$ cat config.mk
export PLATFORM = sky130hd
export DESIGN_NAME = pin_cfg_bank
export DESIGN_NICKNAME = d
export VERILOG_FILES = /design/src/rtl/pincfg_pkg.sv /design/src/rtl/pincfg_decode.sv /design/src/rtl/pincfg_port.sv /design/src/rtl/pincfg_rdmux.sv /design/src/rtl/pin_cfg_bank.sv
export SDC_FILE = /design/constraint.sdc
export NUM_CORES = 2
export LEC_CHECK = 0
export BUFFER_PORTS_ARGS = -buffer_cell sky130_fd_sc_hd__buf_2
export CORE_AREA = 2 2 523 525
export CTS_CLUSTER_DIAMETER = 40
export DETAILED_ROUTE_END_ITERATION = 16
export DIE_AREA = 0 0 525 527
export PLACE_DENSITY_LB_ADDON = 0.25
export SLEW_MARGIN = 20
export SYNTH_ARGS = -nofsm -noshare
export SYNTH_HDL_FRONTEND = slang
export SYNTH_SLANG_ARGS = --single-unit
$ cat constraint.sdc
create_clock -name clk -period 4.21 [get_ports clk]
set_input_delay 0 -clock clk [delete_from_list [all_inputs] [get_ports clk]]
set_output_delay 0 -clock clk [all_outputs]
set_load 0.02 [all_outputs]
$ cat src/rtl/pincfg_pkg.sv
package pincfg_pkg;

    localparam int WORD_W    = 32;
    localparam int PORT_PINS = 32;
    localparam int WIN_BITS  = 8;

    typedef enum logic [3:0] {
        REG_NONE,
        REG_DIR,
        REG_OCFG_LO,
        REG_OCFG_HI,
        REG_ICFGA_LO,
        REG_ICFGA_HI,
        REG_ICFGB_LO,
        REG_ICFGB_HI,
        REG_GPIO,
        REG_PULL,
        REG_FSEL
    } reg_id_e;

    // word offsets inside a port window
    localparam logic [5:0] WOFS_DIR      = 6'h00;
    localparam logic [5:0] WOFS_OCFG_LO  = 6'h01;
    localparam logic [5:0] WOFS_OCFG_HI  = 6'h02;
    localparam logic [5:0] WOFS_ICFGA_LO = 6'h03;
    localparam logic [5:0] WOFS_ICFGA_HI = 6'h04;
    localparam logic [5:0] WOFS_ICFGB_LO = 6'h05;
    localparam logic [5:0] WOFS_ICFGB_HI = 6'h06;
    localparam logic [5:0] WOFS_GPIO     = 6'h07;
    localparam logic [5:0] WOFS_PULL     = 6'h08;
    localparam logic [5:0] WOFS_FSEL     = 6'h0E;

    typedef struct packed {
        logic [WORD_W-1:0] dir;
        logic [WORD_W-1:0] ocfg_lo;
        logic [WORD_W-1:0] ocfg_hi;
        logic [WORD_W-1:0] icfga_lo;
        logic [WORD_W-1:0] icfga_hi;
        logic [WORD_W-1:0] icfgb_lo;
        logic [WORD_W-1:0] icfgb_hi;
        logic [WORD_W-1:0] gpio;
        logic [WORD_W-1:0] pull;
        logic [WORD_W-1:0] fsel;
    } port_regs_t;

endpackage

$ cat src/rtl/pincfg_decode.sv
module pincfg_decode
    import pincfg_pkg::*;
#(
    parameter int NUM_PORTS = 4,
    parameter int ADDR_W    = 10,
    parameter int PW        = 2
) (
    input  logic [ADDR_W-1:0] addr,
    output logic [PW-1:0]     port_idx,
    output reg_id_e           reg_id,
    output logic              hit
);

    localparam int PORT_BITS = ADDR_W - WIN_BITS;

    logic       port_ok;
    logic [5:0] word_ofs;
    logic       unused_lsb;

    assign word_ofs   = addr[WIN_BITS-1:2];
    assign unused_lsb = ^addr[1:0];

    generate
        if (PORT_BITS > 0) begin : g_multi
            assign port_idx = addr[ADDR_W-1:WIN_BITS];
            assign port_ok  = (int'(addr[ADDR_W-1:WIN_BITS]) < NUM_PORTS);
        end else begin : g_single
            assign port_idx = '0;
            assign port_ok  = 1'b1;
        end
    endgenerate

    always_comb begin
        unique case (word_ofs)
            WOFS_DIR:      reg_id = REG_DIR;
            WOFS_OCFG_LO:  reg_id = REG_OCFG_LO;
            WOFS_OCFG_HI:  reg_id = REG_OCFG_HI;
            WOFS_ICFGA_LO: reg_id = REG_ICFGA_LO;
            WOFS_ICFGA_HI: reg_id = REG_ICFGA_HI;
            WOFS_ICFGB_LO: reg_id = REG_ICFGB_LO;
            WOFS_ICFGB_HI: reg_id = REG_ICFGB_HI;
            WOFS_GPIO:     reg_id = REG_GPIO;
            WOFS_PULL:     reg_id = REG_PULL;
            WOFS_FSEL:     reg_id = REG_FSEL;
            default:       reg_id = REG_NONE;
        endcase
    end

    assign hit = port_ok && (reg_id != REG_NONE);

endmodule

$ cat src/rtl/pincfg_port.sv
module pincfg_port
    import pincfg_pkg::*;
(
    input  logic                  clk,
    input  logic                  rst_n,
    input  logic                  wr_en,
    input  reg_id_e               reg_sel,
    input  logic [WORD_W-1:0]     wdata,
    output logic [WORD_W-1:0]     rdata,
    output logic [PORT_PINS-1:0]  dir_o,
    output logic [PORT_PINS-1:0]  gpio_o,
    output logic [PORT_PINS-1:0]  pull_o,
    output logic [PORT_PINS-1:0]  fsel_o,
    output logic [2*PORT_PINS-1:0] ocfg_o,
    output logic [2*PORT_PINS-1:0] icfga_o,
    output logic [2*PORT_PINS-1:0] icfgb_o
);

    port_regs_t regs_d, regs_q;

    always_comb begin
        regs_d = regs_q;
        if (wr_en) begin
            unique case (reg_sel)
                REG_DIR:      regs_d.dir      = wdata;
                REG_OCFG_LO:  regs_d.ocfg_lo  = wdata;
                REG_OCFG_HI:  regs_d.ocfg_hi  = wdata;
                REG_ICFGA_LO: regs_d.icfga_lo = wdata;
                REG_ICFGA_HI: regs_d.icfga_hi = wdata;
                REG_ICFGB_LO: regs_d.icfgb_lo = wdata;
                REG_ICFGB_HI: regs_d.icfgb_hi = wdata;
                REG_GPIO:     regs_d.gpio     = wdata;
                REG_PULL:     regs_d.pull     = wdata;
                REG_FSEL:     regs_d.fsel     = wdata;
                default:      regs_d = regs_q;
            endcase
        end
    end

    always_ff @(posedge clk or negedge rst_n) begin
        if (!rst_n) begin
            regs_q <= '0;
        end else begin
            regs_q <= regs_d;
        end
    end

    always_comb begin
        unique case (reg_sel)
            REG_DIR:      rdata = regs_q.dir;
            REG_OCFG_LO:  rdata = regs_q.ocfg_lo;
            REG_OCFG_HI:  rdata = regs_q.ocfg_hi;
            REG_ICFGA_LO: rdata = regs_q.icfga_lo;
            REG_ICFGA_HI: rdata = regs_q.icfga_hi;
            REG_ICFGB_LO: rdata = regs_q.icfgb_lo;
            REG_ICFGB_HI: rdata = regs_q.icfgb_hi;
            REG_GPIO:     rdata = regs_q.gpio;
            REG_PULL:     rdata = regs_q.pull;
            REG_FSEL:     rdata = regs_q.fsel;
            default:      rdata = '0;
        endcase
    end

    assign dir_o  = regs_q.dir;
    assign gpio_o = regs_q.gpio;
    assign pull_o = regs_q.pull;
    assign fsel_o = regs_q.fsel;

    // lower register covers local pins 0..15, upper covers 16..31
    assign ocfg_o  = {regs_q.ocfg_hi,  regs_q.ocfg_lo};
    assign icfga_o = {regs_q.icfga_hi, regs_q.icfga_lo};
    assign icfgb_o = {regs_q.icfgb_hi, regs_q.icfgb_lo};

endmodule

$ cat src/rtl/pincfg_rdmux.sv
module pincfg_rdmux
    import pincfg_pkg::*;
#(
    parameter int NUM_PORTS = 4,
    parameter int PW        = 2
) (
    input  logic [NUM_PORTS*WORD_W-1:0] port_rd,
    input  logic [PW-1:0]               port_idx,
    input  logic                        hit,
    output logic [WORD_W-1:0]           rdata
);

    always_comb begin
        rdata = '0;
        for (int g = 0; g < NUM_PORTS; g++) begin
            if (hit && (port_idx == PW'(g))) begin
                rdata = port_rd[g*WORD_W +: WORD_W];
            end
        end
    end

endmodule

$ cat src/rtl/pin_cfg_bank.sv
module pin_cfg_bank
    import pincfg_pkg::*;
#(
    parameter  int NUM_PORTS = 4,
    localparam int PORT_BITS = $clog2(NUM_PORTS),
    localparam int ADDR_W    = WIN_BITS + PORT_BITS,
    localparam int NPINS     = NUM_PORTS * PORT_PINS
) (
    input  logic              clk,
    input  logic              rst_n,
    input  logic [ADDR_W-1:0] bus_addr,
    input  logic              bus_we,
    input  logic [31:0]       bus_wdata,
    output logic [31:0]       bus_rdata,
    output logic [NPINS-1:0]  pin_dir,
    output logic [NPINS-1:0]  pin_gpio,
    output logic [NPINS-1:0]  pin_pull,
    output logic [NPINS-1:0]  pin_fsel,
    output logic [2*NPINS-1:0] pin_ocfg,
    output logic [2*NPINS-1:0] pin_icfga,
    output logic [2*NPINS-1:0] pin_icfgb
);

    localparam int PW = (PORT_BITS > 0) ? PORT_BITS : 1;

    logic [PW-1:0]               port_idx;
    reg_id_e                     reg_id;
    logic                        hit;
    logic [NUM_PORTS*WORD_W-1:0] port_rd;

    pincfg_decode #(
        .NUM_PORTS (NUM_PORTS),
        .ADDR_W    (ADDR_W),
        .PW        (PW)
    ) u_dec (
        .addr     (bus_addr),
        .port_idx (port_idx),
        .reg_id   (reg_id),
        .hit      (hit)
    );

    generate
        for (genvar g = 0; g < NUM_PORTS; g++) begin : g_port
            logic sel;
            assign sel = hit && (port_idx == PW'(g));

            pincfg_port u_port (
                .clk     (clk),
                .rst_n   (rst_n),
                .wr_en   (sel && bus_we),
                .reg_sel (reg_id),
                .wdata   (bus_wdata),
                .rdata   (port_rd[g*WORD_W +: WORD_W]),
                .dir_o   (pin_dir[g*PORT_PINS +: PORT_PINS]),
                .gpio_o  (pin_gpio[g*PORT_PINS +: PORT_PINS]),
                .pull_o  (pin_pull[g*PORT_PINS +: PORT_PINS]),
                .fsel_o  (pin_fsel[g*PORT_PINS +: PORT_PINS]),
                .ocfg_o  (pin_ocfg[g*2*PORT_PINS +: 2*PORT_PINS]),
                .icfga_o (pin_icfga[g*2*PORT_PINS +: 2*PORT_PINS]),
                .icfgb_o (pin_icfgb[g*2*PORT_PINS +: 2*PORT_PINS])
            );
        end
    endgenerate

    pincfg_rdmux #(
        .NUM_PORTS (NUM_PORTS),
        .PW        (PW)
    ) u_rd (
        .port_rd  (port_rd),
        .port_idx (port_idx),
        .hit      (hit),
        .rdata    (bus_rdata)
    );

endmodule

### Word level (Yosys, flattened, before mapping)

Memory sizes are Yosys's and may differ from the RTL's.
Index checks and enable logic that the tools add are counted.

| operators by class | value |
|---|---|
| equality and inequality tests | 13 |
| multiplexer cells | 9 |
| reduce and logical (&&, ||, !) cells | 51 |

Operator list:

| operator | number |
|---|---|
| $pmux W32 S10 | 4 |
| $mux W32 | 4 |
| $reduce_and A2 Y1 | 40 |
| $eq A4 B3 Y1 const B | 4 |
| $eq A4 B4 Y1 const B | 3 |
| $eq A4 B2 Y1 const B | 2 |
| $logic_and A1 B1 Y1 | 8 |
| $eq A2 B2 Y1 const B | 2 |
| $eq A4 B1 Y1 const B | 1 |
| $logic_not A2 Y1 | 2 |
| $mux W4 | 1 |
| $reduce_bool A4 Y1 | 1 |
| $eq A2 B1 Y1 const B | 1 |

| word-level totals | value |
|---|---|
| flip-flop bits (word level) | 1,280 |
| ROM bits | 64 |
| output and inout bits | 1,312 |
| word-level logic and storage cells | 114 |
| memories | 1 |

Memory list:

| memory | depth | width | rd ports | clocked after Yosys merged registers in | wr ports | line | RTL |
|---|---|---|---|---|---|---|---|
| (no name shown) | 16 | 4 | 1 | 0 | 0 | pincfg_decode.sv:34 | `unique case (word_ofs)` |

### Longest topological paths before layout

| depth | value |
|---|---|
| depth in word-level cells | 8 |
| gate-level depth with buffers | 16 |
| gate-level depth less buffers | 9 |

### Hierarchy

Synthesis repeated with hierarchy kept, for this count alone.

| second synthesis, totals | value |
|---|---|
| cells, all modules | 4,404 |
| area total of the unflattened synthesis | 59,756.1 µm² |

Modules (own cells, without submodules):

| module | instances | cells an instance | area each (µm²) |
|---|---|---|---|
| pincfg_port | 4 | 1,067 | 14,630.3 |
| pincfg_rdmux | 1 | 111 | 1,022.2 |
| pincfg_decode | 1 | 21 | 167.7 |
| pin_cfg_bank | 1 | 4 | 45.0 |

### Worst setup path before layout

No wires, ideal clock.

| timing | value |
|---|---|
| kind | input to output |
| from | input bus_addr[2] |
| to | output bus_rdata[6] |
| arrival | 3.818 ns |
| data required time | 4.210 ns |
| path slack | 0.392 ns |
| stages on the path | 14 |
| path buffers | 6 |
| path through | buf_2 > buf_1 > clkinv_1 > clkbuf_1 > ha_1 > buf_2 > nand2b_1 > nor3_1 > buf_2 > clkbuf_1 > nand2_1 > nand4_1 > o21ai_0 > a2111oi_1 |

| on the way | value |
|---|---|
| cells in the longest elaborated chain, start to end | 8 |
| elaborated cells between the ends (all ways) | 25 |
| classes of those cells | 10 x eq/ne; 9 x mux; 5 x reduce/logical; 1 x memory |

RTL lines:

| what | line | RTL |
|---|---|---|
| from (decl) | pin_cfg_bank.sv:11 | `input logic [ADDR_W-1:0] bus_addr,` |
| $mem_v2 Z16 W4 * | - |  |
| $mux W4 * | pincfg_decode.sv:34 |  |
| $eq A4 B4 Y1, or another cell as far along | pincfg_port.sv:49 | `unique case (reg_sel)` |
| $pmux W32 S10 or $logic_and A1 B1 Y1 (tied branches) | pincfg_port.sv:49, pincfg_rdmux.sv:16 |  |
| $mux W32 (3 in a row) | pincfg_rdmux.sv:16 | `if (hit && (port_idx == PW'(g))) begin` |
| $mux W32 * | pincfg_rdmux.sv:16 |  |
| to (decl) | pin_cfg_bank.sv:14 | `output logic [31:0] bus_rdata,` |

Mark *: on every way between the ends. The rest lies on a longest branch, timed or not.

### Worst setup path in the final report

| timing | value |
|---|---|
| from | input bus_addr[2] |
| to | output bus_rdata[30] |

Same word-level chain as after synthesis.

==> results.cfg <==
[run]
cap_violations = 0

[sta]
finalCriticalPeriod_ns = 4.26
tightest_slew_ns = 1.18
hold_viol = 0
final.setup_skew_ns = 0
slew_violations = 0
finalCritPeriodShare = 1.01
hold_ws_ns = 0.0445
finalSetupViolCount = 1
relSlewSlack = 0.213
rsz0062_at_grt = no
worst_slack_ns = -0.0485
max_freq_mhz = 235

[grt]
track_usage = 0.274
grt_pass1_wl_mm = 508
first_global_vias = 49700
grt_antenna_before_repair = 45
grt-ovfl-total = 0
grt_start_max_net_pins = 127

[floorplanning]
rows = 192
die_h_um = 527
io_pins = 1357
dieArea_um2 = 277000
start_util = 0.208
core_um2 = 272000
die_x_um = 525

[clocking]
cts_root_buf = clkbuf_16
cts.sinks = 1280
cts_buffers = 278
cts.htree.levels = 5
cts_tree = done
ctsLongestPathBuffers = 4
post_cts_buffers = 0
clkLatencyLatePin_ns = 0.85
clk_pin_slew_ns = 0.06

[finish]
area_delta_synth_final_pct = 40.8
fin_util = 0.293
filler_cell_count = 28100
stdcell_area_um2 = 79600
drive_gt1_frac = 0.577
finalNetCount = 5766

[synthesis]
synth_mux_area_frac = 0.261
ys_seq_elements = 1280
yosysMostFrequentCell = dfrtp_1
ys_seq_area_frac = 0.566
synth-simple-area-share = 0.0357
synth_top_family_by_area = multiplexers
synth.largest_area_cell = dfrtp_1
synthesis.area_um2 = 56500
synth_xor_area_frac = 0
netlist_top_cells_area = dfrtp_1 (57%), mux2_2 (24%), a22oi_1 (3.5%)
yosys-top-cells-count = dfrtp_1 (1280), mux2_2 (1229), a22oi_1 (264)
yosysUniqueCellTypes = 74
synth-compound-area-share = 0.102
synth_cells = 4207
synth_fa_ha_area_frac = 0.000885
synthArstFlopShare = 1.00
syn-num-nets = 4256
ys.flop_type = dfrtp_1
synth_edf_count = 0
netlist.area_leader.share = 0.566
yosysWarnings = 0
post_synth.cell_area_avg_um2 = 13.4

[detailed_routing]
initialDrtViolationCount = 4755
dr.pass1.iters = 8
wl_per_cell_um = 41.1
routed_via_density = 5.17
drc = 0
routed_wl_mm = 393
antenna_left = 0
vias = 49400

[status]
violations = setup timing
outcome = finished, violations left

[setup_path]
cp-end-kind = primary output
path_max_fanout = 19
path_class = input pin to primary output
reg2reg_from = g_port[3].u_port.icfga_o[30]
start_kind = input pin
cp_data_required_time_ns = 4.21
cp_data_arrival_time_ns = 4.26
worstRegToRegCells = 1
reg2reg_to = g_port[3].u_port.icfga_o[30]
rrSetupSlack_ns = 3.10

[place]
hpwlAfterDp_mm = 286
place_ws_ns = -0.231
place.port_buffers = 1354
dpl_cell_area_um2 = 69400
gp_congestion = 0.892

[power_and_ir_drop]
leakage_nw = 41.0
seq_power_share = 0.335
p_clk_frac = 0.608
p_int_w = 0.0282
ir_worst_vdd_uv = 302
p_comb_frac = 0.056
power_density_nw_per_um2 = 477
power.switching_w = 0.00977
p_sw_frac = 0.257

[hold_path]
min_path_type = input pin to async pin
==> worst max-delay path: stages <==
cell      delay [ns]
buf_4           0.17
buf_4           0.55
and2_4          0.26
buf_4           0.53
buf_4           0.50
a21oi_1         0.13
o21ai_0         0.26
a221o_1         0.21
o21ai_0         0.42
buf_4           0.31
a311oi_1        0.56
buf_2           0.28
==> cells in the final DEF, fill, tap and decap left out, types with 32 or more instances in the layout <==
| cell type | netlist | routed |
|---|---|---|
| bufinv_16 | 0 | 36 |
| a211oi_1 | 38 | 32 |
| clkinv_2 | 0 | 42 |
| buf_12 | 0 | 70 |
| dfrtp_1 | 1280 | 1280 |
| nand2_1 | 168 | 165 |
| a22o_1 | 43 | 42 |
| a22oi_1 | 264 | 263 |
| a21oi_1 | 57 | 55 |
| buf_2 | 166 | 1351 |
| nor2_1 | 78 | 58 |
| mux2_1 | 56 | 56 |
| mux2_2 | 1229 | 1229 |
| a221oi_1 | 80 | 80 |
| nand3_1 | 100 | 89 |
| a221o_1 | 36 | 36 |
| o21ai_0 | 68 | 64 |
| buf_4 | 20 | 203 |
| a222oi_1 | 68 | 68 |
| clkbuf_16 | 0 | 283 |
==> state kept, by name, indices dropped and copies added, names as in the netlist <==
register	cells
g_port.u_port.dir_o	128
g_port.u_port.fsel_o	128
g_port.u_port.gpio_o	128
g_port.u_port.icfga_o	256
g_port.u_port.icfgb_o	256
g_port.u_port.ocfg_o	256
g_port.u_port.pull_o	128
==> repair_timing <==
item / in CTS / in global routing
endpoints found under the setup margin: 4 / 2
endpoints found under the hold margin: 1443 / 40
gates resized for setup: 5 / 3
hold buffers: 28 / 1
pin swaps: 0 / 0
==> cell families after synthesis <==
kind of cell	after synthesis
muxes	1312
adders and majority gates	4
buffers and inverters	430
DFF	1280
and+or+nand+nor	435
AOI/OAI and AO/OA	746
==> power by group through the flow <==
stage                     registers [W]  clock network, W  logic, W
after floorplan                  0.0131                 0  0.000516
after global placement           0.0129                 0   0.00210
after detailed placement         0.0129                 0   0.00211
after CTS                        0.0127            0.0233   0.00215
after global routing             0.0127            0.0240   0.00222
final                            0.0127            0.0231   0.00214
==> worst max-delay path by stage <==
stage,slack (ns),depth (start not counted),from,end
floorplan,0.39,14,bus_addr[2],bus_rdata[6]
global placement,-0.61,13,bus_addr[2],bus_rdata[31]
detailed placement,-0.23,14,bus_addr[2],bus_rdata[5]
CTS,0.07,14,bus_addr[2],bus_rdata[30]
global route,0.07,12,bus_addr[2],bus_rdata[22]
finish,-0.05,12,bus_addr[2],bus_rdata[30]
==> area by class of cell <==
type | instances | area, um^2 | area share
Clock inverter | 160 | 2190 | 0.0275
Timing Repair Buffer | 1656 | 10000 | 0.126
Clock buffer | 344 | 7610 | 0.0956
Tap cell | 3589 | 4490 | 0.0564
Sequential cell | 1280 | 32000 | 0.402
Inverter | 4 | 15.0 | 0.000189
Multi-Input combinational cell | 2497 | 23200 | 0.292
Antenna cell | 16 | 40.0 | 0.000503
==> routing by layer <==
| metal | global-route usage | vias to the layer above | wire length, um |
|---|---|---|---|
| met1 | 0.332 | 26500 | 154000 |
| li1 | - | 19000 | - |
| met4 | 0.132 | 2 | 22100 |
| met2 | 0.434 | 3143 | 178000 |
| met5 | 0 | - | 8 |
| met3 | 0.0921 | 772 | 38800 |
==> stage by stage <==
| step | power, W | setup TNS, ns | cells |
|---|---|---|---|
| after floorplan | 0.0136 | 0 | 4207 |
| after global placement | 0.0150 | -1.07 | 8994 |
| after detailed placement | 0.0150 | -0.447 | 8996 |
| after CTS | 0.0382 | 0 | 9528 |
| after global routing | 0.0389 | 0 | 9536 |
| final | 0.0380 | -0.0485 | 9546 |
Note: power is estimated with default switching activity, not from simulation.
